[src/rtl/wdog_pkg.sv]
package wdog_pkg;

    typedef enum logic [1:0] {
        ST_COUNT = 2'd0,
        ST_FIRE  = 2'd1,
        ST_HOLD  = 2'd2
    } wdog_state_e;

endpackage

[src/rtl/wdog_fsm.sv]
module wdog_fsm
    import wdog_pkg::*;
#(
    parameter int TIMEOUT_CYC = 1000
) (
    input  logic clk,
    input  logic rst_n,
    input  logic kick,
    output logic req
);

    localparam int CW = (TIMEOUT_CYC > 2) ? $clog2(TIMEOUT_CYC) : 1;
    localparam logic [CW-1:0] LAST = CW'(TIMEOUT_CYC - 1);

    wdog_state_e state_q, state_d;
    logic [CW-1:0] cnt_q, cnt_d;

    // State and count registers
    always_ff @(posedge clk or negedge rst_n) begin
        if (!rst_n) begin
            state_q <= ST_COUNT;
            cnt_q   <= '0;
        end else begin
            state_q <= state_d;
            cnt_q   <= cnt_d;
        end
    end

    // Next-state logic
    always_comb begin
        state_d = state_q;
        cnt_d   = cnt_q;
        unique case (state_q)
            ST_COUNT: begin
                if (kick) begin
                    cnt_d = '0;
                end else if (cnt_q == LAST) begin
                    state_d = ST_FIRE;
                    cnt_d   = '0;
                end else begin
                    cnt_d = cnt_q + CW'(1);
                end
            end
            ST_FIRE: begin
                state_d = ST_HOLD;
                cnt_d   = '0;
            end
            ST_HOLD: begin
                cnt_d = '0;
                if (kick) state_d = ST_COUNT;
            end
            default: begin
                state_d = ST_COUNT;
                cnt_d   = '0;
            end
        endcase
    end

    // Output logic
    always_comb begin
        req = (state_q == ST_FIRE);
    end

    p_req_single_r5: assert property (@(posedge clk) disable iff (!rst_n)
        req |=> !req);

    p_hold_quiet_r5: assert property (@(posedge clk) disable iff (!rst_n)
        (state_q == ST_HOLD && !kick) |=> !req);

    p_kick_defers_r1: assert property (@(posedge clk) disable iff (!rst_n)
        kick |=> !req);

endmodule

[src/rtl/wdog_evt_flag.sv]
module wdog_evt_flag (
    input  logic clk,
    input  logic rst_n,
    input  logic evt_set,
    input  logic evt_clr,
    output logic evt_q
);

    always_ff @(posedge clk or negedge rst_n) begin
        if (!rst_n)       evt_q <= 1'b0;
        else if (evt_set) evt_q <= 1'b1;
        else if (evt_clr) evt_q <= 1'b0;
    end

    p_evt_set_wins_r4: assert property (@(posedge clk) disable iff (!rst_n)
        evt_set |=> evt_q);

    p_evt_clear_r2: assert property (@(posedge clk) disable iff (!rst_n)
        (evt_clr && !evt_set) |=> !evt_q);

endmodule

[src/rtl/wdog_aon_flag.sv]
module wdog_aon_flag (
    input  logic clk,
    input  logic por_n,
    input  logic ext_clr,
    input  logic ovf_set,
    input  logic fw_clr,
    output logic flag_q
);

    always_ff @(posedge clk or negedge por_n) begin
        if (!por_n)       flag_q <= 1'b0;
        else if (ext_clr) flag_q <= 1'b0;
        else if (ovf_set) flag_q <= 1'b1;
        else if (fw_clr)  flag_q <= 1'b0;
    end

    p_ovf_set_r6: assert property (@(posedge clk) disable iff (!por_n)
        (ovf_set && !ext_clr) |=> flag_q);

    p_ext_clear_r9: assert property (@(posedge clk) disable iff (!por_n)
        ext_clr |=> !flag_q);

    p_fw_clear_r8: assert property (@(posedge clk) disable iff (!por_n)
        (fw_clr && !ovf_set) |=> !flag_q);

    p_flag_keep_r7: assert property (@(posedge clk) disable iff (!por_n)
        (flag_q && !ext_clr && !fw_clr) |=> flag_q);

endmodule

[src/rtl/wdog_sticky_top.sv]
module wdog_sticky_top #(
    parameter int TIMEOUT_CYC = 1000
) (
    input  logic clk,
    input  logic rst_n,
    input  logic por_n,
    input  logic ext_reset,
    input  logic ctl_wr_en,
    input  logic ctl_wr_data,
    output logic ctl_rd_data,
    input  logic pll_fall,
    input  logic sts_wr_en,
    input  logic sts_wr_data,
    output logic ovf_flag,
    output logic rst_req
);

    logic kick;
    logic evt_clr;
    logic fw_clr;

    assign kick    = ctl_wr_en &  ctl_wr_data;
    assign evt_clr = ctl_wr_en & ~ctl_wr_data;
    assign fw_clr  = sts_wr_en & ~sts_wr_data;

    wdog_fsm #(.TIMEOUT_CYC(TIMEOUT_CYC)) u_fsm (
        .clk   (clk),
        .rst_n (rst_n),
        .kick  (kick),
        .req   (rst_req)
    );

    wdog_evt_flag u_evt (
        .clk     (clk),
        .rst_n   (rst_n),
        .evt_set (pll_fall),
        .evt_clr (evt_clr),
        .evt_q   (ctl_rd_data)
    );

    wdog_aon_flag u_aon (
        .clk     (clk),
        .por_n   (por_n),
        .ext_clr (ext_reset),
        .ovf_set (rst_req),
        .fw_clr  (fw_clr),
        .flag_q  (ovf_flag)
    );

endmodule

[config.mk]
export PLATFORM = sky130hd
export DESIGN_NAME = wdog_sticky_top
export DESIGN_NICKNAME = d
export VERILOG_FILES = /design/src/rtl/wdog_pkg.sv /design/src/rtl/wdog_fsm.sv /design/src/rtl/wdog_evt_flag.sv /design/src/rtl/wdog_aon_flag.sv /design/src/rtl/wdog_sticky_top.sv
export SDC_FILE = /design/constraint.sdc
export NUM_CORES = 1
export LEC_CHECK = 0
export ABC_AREA = 0
export BUFFER_PORTS_ARGS = -buffer_cell sky130_fd_sc_hd__buf_4
export CAP_MARGIN = 20
export CORE_AREA = 2 2 39 41
export CTS_BUF_LIST = sky130_fd_sc_hd__clkbuf_16
export CTS_CLUSTER_SIZE = 28
export DETAILED_ROUTE_END_ITERATION = 7
export DIE_AREA = 0 0 41 43
export PLACE_DENSITY = 0.72
export SETUP_SLACK_MARGIN = 0.1
export SKIP_CTS_REPAIR_TIMING = 1
export SYNTH_ARGS = -nofsm -noshare
export SYNTH_HDL_FRONTEND = slang
export SYNTH_SLANG_ARGS = --single-unit
[constraint.sdc]
create_clock -name clk -period 3.6 [get_ports clk]
set_input_delay 0.36 -clock clk [delete_from_list [all_inputs] [get_ports clk]]
set_output_delay 0.36 -clock clk [all_outputs]
set_load 0.05 [all_outputs]
==> summary.txt <==
Drt
  • Met2 WL post-DR: 620 µm
  • Wire length on met3: 58 µm
  • DR top layer: met4
  • DR WL/cell: 12.48 µm
  • Drt drc: 0
  • Vias: 513
  • Final wirelength: 1211 µm
  • Initial DRC Count: 17
  • WL met1: 490 µm
  • Vias/cell: 5.289
  • First drt pass iteration count: 4
  • Antenna Nets Post-Route: 0

Placement
  • Post-DP HPWL: 815.3 µm
  • Port bufs: 11
  • Placed insts: 91
  • Gpl congestion: 0.7480
  • Placement Cell Area: 745.7 µm²

Synthesis
  • Post-synthesis sequential area ratio: 0.5354
  • Post-synth ARST share: 1.000
  • Yosys reg bits: 14
  • Synth Warn #: 0
  • Synthesized area: 654.4 µm²
  • Post-synth top cells: dfrtp_1, nor2_1, inv_1
  • Post-synth top area share: 0.5354
  • Distinct cells, synth: 20
  • Syn_area_per_cell: 10.07 µm²
  • Top cell type by total area after synthesis: dfrtp_1
  • Dominant synthesized flop cell: dfrtp_1
  • Top area cells in the synthesized netlist: dfrtp_1, nor2_1, xor2_1
  • EDFF count, synth: 0
  • Post-Synthesis Cells: 65
  • Syn_nets: 75
  • Most frequent cell after synthesis: dfrtp_1

CTS
  • Reg clk slew, reported paths: 40 ps
  • CTS Buf Count: 3
  • CTS max path bufs: 2
  • CTS tree: done
  • Clk_lat worst skew: 240 ps
  • Num Clock Sinks: 14
  • H-tree depth: 1
  • Root buffer cell: clkbuf_16

Global routing
  • First-pass GRT wire length: 2056 µm
  • Total GRT Usage: 0.1874
  • Grt ovf: 0
  • Initial antenna violation count: 0
  • Vias in the first global route: 499
  • Largest net degree at the start of global routing: 14

Run
  • Maximum capacitance violations: 0

Setup path
  • CP Data Arrival Time: 1700 ps
  • WS Path Type: register to register
  • Critical Path RT: 3710 ps
  • Critical path peak fanout: 8
  • R2r setup slk: 2010 ps
  • Worst Setup SP: u_fsm.cnt_q[0]
  • Startpoint Class: register
  • Worst path cell trace: ha_1, nor4bb_2, nand3_1, nand2b_1, nor2_1
  • Crit. End Element: register
  • CP peak stage delay: 390 ps
  • CP max stage cell: dfrtp_1
  • CP Buf/Inv Count: 0
  • Crit-path leading delay family: simple AND/OR/NAND/NOR gates
  • Worst flop-to-flop path startpoint: u_fsm.cnt_q[0]

Floorplan
  • IO Pins: 12
  • Row count: 14
  • Core Area: 1384 µm²
  • Die width: 41 µm
  • Initial Utilization: 0.4729
  • Chip height: 43 µm
  • Die area: 1763 µm²

STA
  • Layout Skew: 2.698 ps
  • Fin. Hold Viols: 0
  • Minimum clock period: 1592 ps
  • RSZ-0062 raised after global routing: no
  • Pins Over Slew Limit: 0
  • Slew Limit Headroom: 0.7851
  • WHS: 266.7 ps
  • Achievable Freq: 628.3 MHz
  • Fin crit share: 0.4421
  • Setup violators final: 0
  • Final TNS setup: 0 ps
  • Worst Tran Pin Value: 322.3 ps

Power and ir drop
  • Cell area power density: 539.7 nW/µm²
  • Max IR drop VDD: 0.0003676 V
  • Lkg Pwr: 0.4144 nW

Final layout
  • Area Overhead vs Synth: 29.06%
  • Non-Filler Instances: 97
  • # diodes: 0
  • Fillers: 119
  • Post-route cell area: 844.6 µm²
  • Util after Layout: 0.6103
  • Fin nets: 92
  • Layout cells sized above 1: 0.2099

Hold path
  • Type of the worst min-delay path: input pin to register
  • Hold_sp: ext_reset

Status
  • Status: completed
kinds of logic (layout without fill, tap and decap cells):
group | after synthesis | count (layout) | share of synthesized area
and+or+nand+nor | 31 | 31 | 0.2467
DFF | 14 | 14 | 0.5354
xor gates and xnor gates | 7 | 7 | 0.09369
AOI/OAI and AO/OA | 6 | 6 | 0.05928
buffers and inverters | 6 | 22 | 0.04589
adders and majority gates | 1 | 1 | 0.01912
where the power goes:
group	total [W]	leakage, nW	switching, W	internal, W
Combinational	0.0000550	0.189	0.0000258	0.0000292
Sequential	0.000195	0.187	0.0000196	0.000175
Clock	0.000206	0.0385	0.0000597	0.000146
Total	0.000456	0.414	0.000105	0.000351
final timing paths:
kind	to	depth (start not counted)
worst max-delay path	u_fsm.cnt_q[7]	5
worst min-delay path	u_aon.flag_q	2
worst max register to register	u_fsm.cnt_q[7]	5
worst min register to register	u_evt.evt_q	1
max in group asynchronous	u_fsm.cnt_q[3]	2
min in group asynchronous	u_aon.flag_q	2
cell usage in the layout (no fill, tap or decap), types with 2 or more instances in the layout:
cell / n
nand2b_1: 4
nand3_1: 4
nor2_1: 11
inv_1: 5
dfrtp_1: 14
and3_1: 2
xnor2_1: 3
xor2_1: 4
dlygate4sd3_1: 2
buf_4: 11
clkbuf_16: 3
nand4_1: 3
a21oi_1: 2
nand2_1: 4
area by class of cell:
class / instances / area, µm² / share of cell area
Clock buffer: 3 / 75.07 / 0.08889
Clock inverter: 1 / 3.754 / 0.004444
Inverter: 5 / 18.77 / 0.02222
Multi-Input combinational cell: 45 / 274.0 / 0.3244
Sequential cell: 14 / 350.3 / 0.4148
Tap cell: 16 / 20.02 / 0.02370
Timing Repair Buffer: 13 / 102.6 / 0.1215
routing by layer:
layer  global-route usage  vias up
met5                    0        -
li1                     -      247
met1               0.2133      245
met3              0.04712        5
met4               0.1400        0
met2               0.2844       16
stage by stage:
step / total power, W / setup slack [ps]
floorplan: 0.0002299 / 2256
global placement: 0.0002466 / 2127
detailed placement: 0.0002511 / 2037
CTS: 0.0004587 / 2004
global route: 0.0004776 / 1796
finish: 0.0004558 / 2008
registers in the layout (all words and copies together), names as in the netlist:
register       count
u_fsm.cnt_q       10
u_evt.evt_q        1
u_aon.flag_q       1
u_fsm.state_q      2
Power figures use the tool's default switching activity.
